--- config.mk ---
export PLATFORM = sky130hd
export DESIGN_NAME = rtc_counter_chain
export DESIGN_NICKNAME = d
export VERILOG_FILES = /design/src/rtl/rtc_pkg.sv /design/src/rtl/rtc_tick_gen.sv /design/src/rtl/rtc_advance.sv /design/src/rtl/rtc_counter_chain.sv
export SDC_FILE = /design/constraint.sdc
export NUM_CORES = 1
export LEC_CHECK = 0
export ABC_CLOCK_PERIOD_IN_PS = 14200
export BUFFER_PORTS_ARGS = -buffer_cell sky130_fd_sc_hd__buf_2
export CORE_MARGIN = 2
export CORE_UTILIZATION = 62
export DETAILED_ROUTE_END_ITERATION = 7
export GPL_TIMING_DRIVEN = 0
export HOLD_SLACK_MARGIN = 0.12
export MAX_ROUTING_LAYER = met4
export PLACE_DENSITY = 0.79
export SYNTH_ARGS = -nofsm -noshare
export SYNTH_HDL_FRONTEND = slang
export SYNTH_SLANG_ARGS = --single-unit
--- constraint.sdc ---
create_clock -name clk -period 14.2 [get_ports clk]
set_input_delay 2.84 -clock clk [delete_from_list [all_inputs] [get_ports clk]]
set_output_delay 2.84 -clock clk [all_outputs]
set_load 0.05 [all_outputs]
--- src/rtl/rtc_pkg.sv ---
package rtc_pkg;
  typedef enum logic [1:0] {
    MODE_OSC   = 2'd0,
    MODE_50HZ  = 2'd1,
    MODE_EVENT = 2'd2,
    MODE_HALT  = 2'd3
  } mode_e;

  // element i holds byte address i+1
  typedef logic [6:0][7:0] cnt_file_t;

  localparam cnt_file_t CNT_RST = {8'h00, 8'h01, 8'h01, 8'h00, 8'h00, 8'h00, 8'h00};

  function automatic logic [7:0] bcd2bin(input logic [7:0] b);
    return 8'(b[7:4]) * 8'd10 + 8'(b[3:0]);
  endfunction

  function automatic logic [7:0] bin2bcd(input logic [7:0] v);
    return {4'(v / 8'd10), 4'(v % 8'd10)};
  endfunction

  // {carry, next bcd}: at or beyond maxv wraps to minv
  function automatic logic [8:0] inc_wrap(input logic [7:0] bcd, input logic [7:0] maxv,
                                          input logic [7:0] minv);
    logic [7:0] v;
    v = bcd2bin(bcd);
    if (v >= maxv) return {1'b1, bin2bcd(minv)};
    return {1'b0, bin2bcd(v + 8'd1)};
  endfunction

  function automatic logic [7:0] month_days(input logic [7:0] month, input logic leap);
    case (month)
      8'd2: return leap ? 8'd29 : 8'd28;
      8'd4, 8'd6, 8'd9, 8'd11: return 8'd30;
      default: return 8'd31;
    endcase
  endfunction
endpackage

--- src/rtl/rtc_tick_gen.sv ---
module rtc_tick_gen
  import rtc_pkg::*;
#(
  parameter int OSC_HZ  = 32768,
  parameter int TICK_HZ = 100
) (
  input  logic       clk,
  input  logic       rst_n,
  input  mode_e      mode,
  input  logic       src_tick,
  output logic [1:0] step,
  output logic       evt_inc
);
  localparam int ACC_W   = $clog2(OSC_HZ + TICK_HZ);
  localparam int MAX_GAP = (OSC_HZ - 1) / TICK_HZ;

  logic [ACC_W-1:0] acc_q, acc_sum, gap_q;
  logic             wrap, osc_pulse;

  assign acc_sum   = acc_q + ACC_W'(TICK_HZ);
  assign wrap      = acc_sum >= ACC_W'(OSC_HZ);
  assign osc_pulse = (mode == MODE_OSC) && src_tick;

  always_ff @(posedge clk) begin
    if (!rst_n) acc_q <= '0;
    else if (osc_pulse) acc_q <= wrap ? acc_sum - ACC_W'(OSC_HZ) : acc_sum;
  end

  always_comb begin
    case (mode)
      MODE_OSC:  step = {1'b0, src_tick & wrap};
      MODE_50HZ: step = src_tick ? 2'd2 : 2'd0;
      default:   step = 2'd0;
    endcase
  end

  assign evt_inc = (mode == MODE_EVENT) && src_tick;

  // source pulses since the last hundredths step
  always_ff @(posedge clk) begin
    if (!rst_n) gap_q <= '0;
    else if (osc_pulse) gap_q <= (step != 2'd0) ? '0 : gap_q + 1'b1;
  end

  AST_DIV_GAP: assert property (@(posedge clk) disable iff (!rst_n)
    gap_q <= ACC_W'(MAX_GAP));
endmodule

--- src/rtl/rtc_advance.sv ---
module rtc_advance
  import rtc_pkg::*;
(
  input  cnt_file_t  cur,
  input  logic [1:0] step,
  input  logic       evt_inc,
  output cnt_file_t  nxt,
  output logic       hund_carry,
  output logic       day_carry
);
  logic [8:0] r_e0, r_e1, r_e2, r_s, r_m, r_h, r_d, r_mo, r_t;
  logic [7:0] hb, dim;
  logic [2:0] wd;

  always_comb begin
    nxt        = cur;
    hund_carry = 1'b0;
    day_carry  = 1'b0;
    r_e0 = inc_wrap(cur[0], 8'd99, 8'd0);
    r_e1 = inc_wrap(cur[1], 8'd99, 8'd0);
    r_e2 = inc_wrap(cur[2], 8'd99, 8'd0);
    hb   = bcd2bin(cur[0]) + {6'b0, step};
    r_s  = inc_wrap(cur[1], 8'd59, 8'd0);
    r_m  = inc_wrap(cur[2], 8'd59, 8'd0);
    r_h  = inc_wrap(cur[3], 8'd23, 8'd0);
    dim  = month_days(bcd2bin({3'b0, cur[5][4:0]}), cur[4][7:6] == 2'd0);
    r_d  = inc_wrap({2'b0, cur[4][5:0]}, dim, 8'd1);
    r_mo = inc_wrap({3'b0, cur[5][4:0]}, 8'd12, 8'd1);
    r_t  = inc_wrap(cur[6], 8'd99, 8'd0);
    wd   = (cur[5][7:5] >= 3'd6) ? 3'd0 : cur[5][7:5] + 3'd1;

    if (evt_inc) begin
      nxt[0] = r_e0[7:0];
      if (r_e0[8]) begin
        nxt[1] = r_e1[7:0];
        if (r_e1[8]) nxt[2] = r_e2[7:0];
      end
    end else if (step != 2'd0) begin
      if (hb >= 8'd100) begin
        hund_carry = 1'b1;
        nxt[0]     = bin2bcd(hb - 8'd100);
      end else begin
        nxt[0] = bin2bcd(hb);
      end
      if (hund_carry) begin
        nxt[1] = r_s[7:0];
        if (r_s[8]) begin
          nxt[2] = r_m[7:0];
          if (r_m[8]) begin
            nxt[3]    = r_h[7:0];
            day_carry = r_h[8];
          end
        end
      end
      if (day_carry) begin
        nxt[4] = {cur[4][7:6] + {1'b0, r_d[8] & r_mo[8]}, 6'(r_d[7:0])};
        nxt[5] = {wd, r_d[8] ? 5'(r_mo[7:0]) : cur[5][4:0]};
        nxt[6] = r_t[7:0];
      end
    end
  end
endmodule

--- src/rtl/rtc_counter_chain.sv ---
module rtc_counter_chain
  import rtc_pkg::*;
#(
  parameter int OSC_HZ  = 32768,
  parameter int TICK_HZ = 100
) (
  input  logic       clk,
  input  logic       rst_n,
  input  logic       src_tick,
  input  logic       wr_en,
  input  logic [2:0] wr_addr,
  input  logic [7:0] wr_data,
  input  logic       rd_start,
  input  logic [2:0] rd_addr,
  output logic [7:0] rd_data
);
  localparam int NCNT = 7;

  mode_e      mode_q;
  cnt_file_t  cnt_q, cnt_nxt, cap_q;
  logic [1:0] step;
  logic       evt_inc, hund_carry, day_carry;

  rtc_tick_gen #(.OSC_HZ(OSC_HZ), .TICK_HZ(TICK_HZ)) u_tick (
    .clk(clk), .rst_n(rst_n), .mode(mode_q), .src_tick(src_tick),
    .step(step), .evt_inc(evt_inc)
  );

  rtc_advance u_adv (
    .cur(cnt_q), .step(step), .evt_inc(evt_inc),
    .nxt(cnt_nxt), .hund_carry(hund_carry), .day_carry(day_carry)
  );

  always_ff @(posedge clk) begin
    if (!rst_n) mode_q <= MODE_OSC;
    else if (wr_en && wr_addr == 3'd0) mode_q <= mode_e'(wr_data[1:0]);
  end

  always_ff @(posedge clk) begin
    if (!rst_n) cnt_q <= CNT_RST;
    else begin
      for (int i = 0; i < NCNT; i++)
        cnt_q[i] <= (wr_en && wr_addr == 3'(i + 1)) ? wr_data : cnt_nxt[i];
    end
  end

  always_ff @(posedge clk) begin
    if (!rst_n) cap_q <= CNT_RST;
    else if (rd_start) cap_q <= cnt_q;
  end

  assign rd_data = (rd_addr == 3'd0) ? {6'b0, mode_q} : cap_q[3'(rd_addr - 3'd1)];

  AST_CAP_HOLD: assert property (@(posedge clk) disable iff (!rst_n)
    !rd_start |=> $stable(cap_q));
  AST_WRITE_WINS: assert property (@(posedge clk) disable iff (!rst_n)
    (wr_en && wr_addr != 3'd0) |=> cnt_q[3'($past(wr_addr) - 3'd1)] == $past(wr_data));
  AST_HALT_STILL: assert property (@(posedge clk) disable iff (!rst_n)
    (mode_q == MODE_HALT && !wr_en) |=> $stable(cnt_q));
  AST_EVT_UPPER: assert property (@(posedge clk) disable iff (!rst_n)
    (mode_q == MODE_EVENT && !wr_en) |=> cnt_q[6:3] == $past(cnt_q[6:3]));
  AST_SEC_WRAP: assert property (@(posedge clk) disable iff (!rst_n)
    (hund_carry && cnt_q[1] == 8'h59 && !(wr_en && wr_addr == 3'd2)) |=> cnt_q[1] == 8'h00);
  AST_WDAY_WRAP: assert property (@(posedge clk) disable iff (!rst_n)
    (day_carry && cnt_q[5][7:5] == 3'd6 && !(wr_en && wr_addr == 3'd6)) |=> cnt_q[5][7:5] == 3'd0);
endmodule

# [Yosys cells after proc, flatten, opt, wreduce, memory -nomap -nowiden]
# Cells that the tools add are included.
# Widths: inputs -> output; s select.
[totals] ff_bits=130 in_bits=19 output_inout_bits=8 elab_cells=201
[op_classes] n_addsub=21 multipliers=7 div_mod_pow=18 magnitude_cmp=13 eq_ne=21 n_mux=62 bitwise=2 n_reduce_logical=40
[ops] cell="$mux 8" count=16
[ops] cell="$mux 9" count=14
[ops] cell="$div 8x4->8 const B" count=9
[ops] cell="$mod 8x4->8 const B" count=9
[ops] cell="$mux 24" count=3
[ops] cell="$add 8x1->8 const B" count=7
[ops] cell="$mux 56" count=1
[ops] cell="$mux 16" count=3
[ops] cell="$add 8x4->8" count=5
[ops] cell="$ge 8x7->1 const B" count=5
[ops] cell="$mul 4x3->7 const B" count=5
[ops] cell="$mux 32" count=1
[ops] cell="$bmux 8 s3" count=1
[ops] cell="$reduce_bool 2->1" count=12
[ops] cell="$mux 1" count=18
[ops] cell="$reduce_bool 3->1" count=6
[ops] cell="$add 16x7->16 const B" count=1
[ops] cell="$eq 8x3->1 const B" count=2
[ops] cell="$eq 8x4->1 const B" count=2
[ops] cell="$ge 16x16->1 const B" count=1
[ops] cell="$ge 8x6->1 const B" count=2
[ops] cell="$pmux 8 s2" count=1
[ops] cell="$sub 16x16->16 const B" count=1
[ops] cell="$eq 3x3->1 const B" count=4
[ops] cell="33 further kinds" count=55

# [Logic depth before layout (Yosys ltp)]
[depth] ltp_word=16 ltp_mapped=25 ltp_nobuf=23

# [Cells and area by module]
# Synthesis repeated with hierarchy kept, for this count alone.
[unflattened] hier_cells=1845 area_unflattened_um2=14248.7
[modules_own_cells] mod="rtc_advance" n_inst=1 cells_per_inst=1268 area_each_um2=8657.1 seq_area_each_um2=0.0
[modules_own_cells] mod="rtc_counter_chain" n_inst=1 cells_per_inst=507 area_each_um2=4899.7 seq_area_each_um2=2282.2
[modules_own_cells] mod="rtc_tick_gen" n_inst=1 cells_per_inst=70 area_each_um2=691.9 seq_area_each_um2=280.3

# [Worst setup path before layout]
# No wires, ideal clock.
[synth_path] kind="in2out" startpoint="input port rd_addr[0]" endpoint="output port rd_data[0]" t_arrival_ns=5.678 t_required_ns=11.360 path_slack_ns=5.682 stages=8 cell_sequence="buf_1 -> inv_1 -> ha_1 -> xnor2_1 -> clkbuf_1 -> a221o_1 -> o21ai_0 -> o21ai_0"
[synth_via] elab_chain_cells=4
[synth_rtl] element="start: declaration" line="rtc_counter_chain.sv:14" rtl="input logic [2:0] rd_addr,"
[synth_rtl] element="$sub 3x1->3" line="rtc_counter_chain.sv:52" rtl="assign rd_data = (rd_addr == 3'd0) ? {6'b0, mode_q} : cap_q[3'(rd_addr - 3'd1)];"
[synth_rtl] element="$bmux 8 s3" line="rtc_counter_chain.sv:52"
[synth_rtl] element="$mux 8 (not written as such)" line="rtc_counter_chain.sv:52"
[synth_rtl] element="$mux 8 (*)" line="rtc_counter_chain.sv:52"
[synth_rtl] element="end: declaration" line="rtc_counter_chain.sv:15" rtl="output logic [7:0] rd_data"
# Every way passes the cells marked *; elsewhere a longest branch is shown, timed or not. The select of a mux whose other input is x is not followed.

# [Worst setup path in the final report]
[layout_path] startpoint="input port rd_addr[0]" endpoint="output port rd_data[5]"
# Same word-level chain as after synthesis.

==> impl_metrics.ini <==
[worst_setup_path]
cp.required_ns = 11.36
r2r_end = cnt_q[11]$_SDFFE_PN0P_
arrival_ns = 5.83
worstPathMaxFanout = 10
crit_chain = buf_2, buf_1, inv_1, ha_1, xnor2_1, clkbuf_1, nand2_1, a21oi_1, a21oi_1, nor2_1, a21oi_1, nor2_1, buf_2
cpMaxStageDelayCell = buf_1
crit_path_frequent_cell = a21oi_1
reg2reg_depth = 22
reg2reg_slack_ns = 7.76
cp_num_buf_inv = 5
start_kind = primary input
path_class = primary input to output pin
r2r_start = cnt_q[15]$_SDFFE_PN0P_
crit_family = buffers and inverters
critPathCaptureType = output pin
cpPeakStageDelay_ns = 0.52

[layout]
nNetsFinal = 1878
n_fill_cell = 1751
stdcell_count = 2049
syn2layout_area_growth_pct = 8.323
drive_gt1_share_pct = 9.142

[logic_synthesis]
yosysSeqAreaShare_pct = 19.13
synth.distinct_cells = 122
synth_seq_cells = 128
yosys.area.top_type = dfxtp_1
synth_edf_count = 0
synth_most_common_cell = nor2_1
synth_top_family_by_area = compound AO/OA/AOI/OAI gates
post_synth_mux_area_share_pct = 7.977
synthFlopType = dfxtp_1
yosys.area.top_type_share_pct = 19.13
synthesis.instances = 1716
synth_compound_area_share_pct = 27.85
ys_warn_count = 0
synth_top_cells_by_count = nor2_1, nand2_1, dfxtp_1
async_flop_share_pct = 0
netlist_area_sq_um = 13400
synth_xor_area_share_pct = 7.071
syn_area_per_cell_sq_um = 7.806
syn_nets = 1835
yosys.area_share.simple_pct = 23.42
yosys.area_share.adder_pct = 10.55
ys_top_cells_by_area = dfxtp_1, ha_1, mux2i_1, nor2_1, nand2_1

[route]
wl_per_cell_um = 18.33
drt-initial-drc-count = 990
drc = 0
routed_via_density = 6.565
firstDrtPassIters = 6
vias = 13450
routed_wl_um = 37550
antenna_left = 0

[timing]
worstMarginPinSlew_ns = 0.9601
skew_ns = 0.005250
slew_viol_final = 0
clock.fmax_mhz = 115.3
rsz0062_at_grt = no
final_hold_viol_count = 0
period_needed_ns = 8.670
fin_tns_setup_ns = 0
setup_viol = 0
slew_headroom_pct = 35.50
finalCritPeriodShare_pct = 61.06

[die]
dieArea_sq_um = 22800
core-area_sq_um = 21090
chipWidth_um = 151.0
start_util_pct = 63.52
fp.dieH_um = 151.0
ios = 27
fp-row-count = 53

[clocking]
post_cts_buffers = 0
cts_buffer_depth = 2
clkSinkCount = 128
holdBufCountCts = 0
cts_tree = built
root_buffer = clkbuf_16
clk_pin_slew_ns = 0.05
cts_resized = 0
insertion_delay_ns = 0.42
htreeDepth = 4
cts_made_buffers = 17

[outcome]
status = completed

[flow_run]
drv_cap = 0

[placed_design]
io_buffers = 24
place.gp.congestion = 0.9476
dp_cells = 2015
dp_hpwl_um = 28170

[grt]
grt-ovfl-total = 0
grt_max_degree = 17
grt_pass1_wl_um = 61070
grt_pass1_vias = 12300
antenna_found_initial = 0
grt_use_total_pct = 34.05

[power]
p_leak_nw = 6.014
irDropWorstVdd_uv = 63.07
powerDensity_nw_per_um2 = 73.84

[hold_path]
holdCritPathClass = flip-flop to flip-flop
hp-start = cap_q[0]$_SDFFE_PN0P_
min_to = cap_q[0]$_SDFFE_PN0P_
hold_depth = 2
==> stage by stage <==
step	power [mW]	area [sq um]	setup slack, ns	hold slack (ns)	utilization (%)
6_report	1.071	14510	5.530	0.4983	68.81
5_1_grt	1.111	14510	5.244	0.5080	68.78
4_1_cts	1.066	14510	5.527	0.4998	68.78
3_5_place_dp	0.5921	13860	5.545	0.4824	65.72
3_3_place_gp	0.5866	13860	5.571	0.4623	65.72
2_1_floorplan	0.5413	13400	5.682	0.4355	-
==> state kept, by name (all words and copies together) (netlist names) <==
name          cells
cap_q            56
cnt_q            56
u_tick.acc_q     14
mode_q            2
==> layout by cell type (no fill, tap or decap), types with 9 or more instances in the layout <==
master / n
mux2i_1: 82
o211ai_1: 23
o21ai_0: 84
a21oi_1: 116
clkbuf_1: 58
or3_1: 14
a21o_1: 21
nor2_1: 186
dfxtp_1: 128
fa_1: 12
o21a_1: 19
nand2_1: 160
nor4_1: 9
a211o_1: 10
and3_1: 28
o21ai_1: 11
and2_1: 17
clkbuf_16: 17
nor3_1: 47
o221ai_1: 13
ha_1: 88
a22oi_1: 15
a211oi_1: 27
nand3_1: 71
a221oi_1: 9
o211a_1: 9
o22ai_1: 16
xor2_1: 27
inv_1: 45
nand2b_1: 19
buf_2: 38
xnor2_1: 64
nand4_1: 17
a31oi_1: 30
==> how the worst max path moves through the flow <==
stage                     startpoint         end  slack [ns]  depth (start not counted)
after CTS                 rd_addr[0]  rd_data[5]        5.53                         13
after global placement    rd_addr[0]  rd_data[6]        5.57                         13
final                     rd_addr[0]  rd_data[5]        5.53                         13
after detailed placement  rd_addr[0]  rd_data[5]        5.55                         13
after floorplan           rd_addr[0]  rd_data[0]        5.68                          8
after global routing      rd_addr[0]  rd_data[5]        5.24                         13
==> power by group <==
part	switching, mW	internal, mW	leakage [nW]
logic	0.134	0.0776	4.67
clock network	0.162	0.319	0.313
registers	0.0110	0.368	1.04
==> cells by family after synthesis <==
logic type	count (synthesis)
fa+ha+maj	107
compound gates	518
simple gates	640
buf+inv	129
mux	96
flops	128
xor+xnor	98
==> worst register-to-register path, cell delays in order (launching register included) <==
cell and delay, ns:
dfxtp_1 0.54, ha_1 0.31, ha_1 0.23, fa_1 0.66, nand2b_1 0.16, a2bb2oi_1 0.23
buf_2 0.27, o211ai_4 0.13, xnor2_4 0.33, clkinv_1 0.24, ha_1 0.33, buf_1 0.19
o211a_1 0.17, o21a_1 0.18, a211o_2 0.36, a221oi_4 0.38, a221oi_1 0.19, o211a_1 0.25
nor3_1 0.31, nand4_1 0.26, a21oi_1 0.22, mux2i_1 0.25, o221a_1 0.20
==> metal layers <==
metal / vias to the layer above / GRT usage [%] / part of all wire, %
met2: 467 / 56.14 / 47
met1: 6351 / 42.65 / 43
met5: - / - / 0
met3: 125 / 3.855 / 6.3
li1: 6508 / - / -
met4: 0 / 14.02 / 3.9
==> cell type report <==
type	instances	area (sq um)	area share, %
clock buffer	21	460.4	3.173
antenna	2	5.005	0.03449
multi-input combinational	1459	10300	70.97
inverter	46	172.7	1.190
timing repair buffer	24	120.1	0.8278
buffer	83	362.8	2.501
sequential	128	2562	17.66
clock inverter	11	185.2	1.276
tap	275	344.1	2.371
No activity file was read; power rests on OpenSTA's default activity.
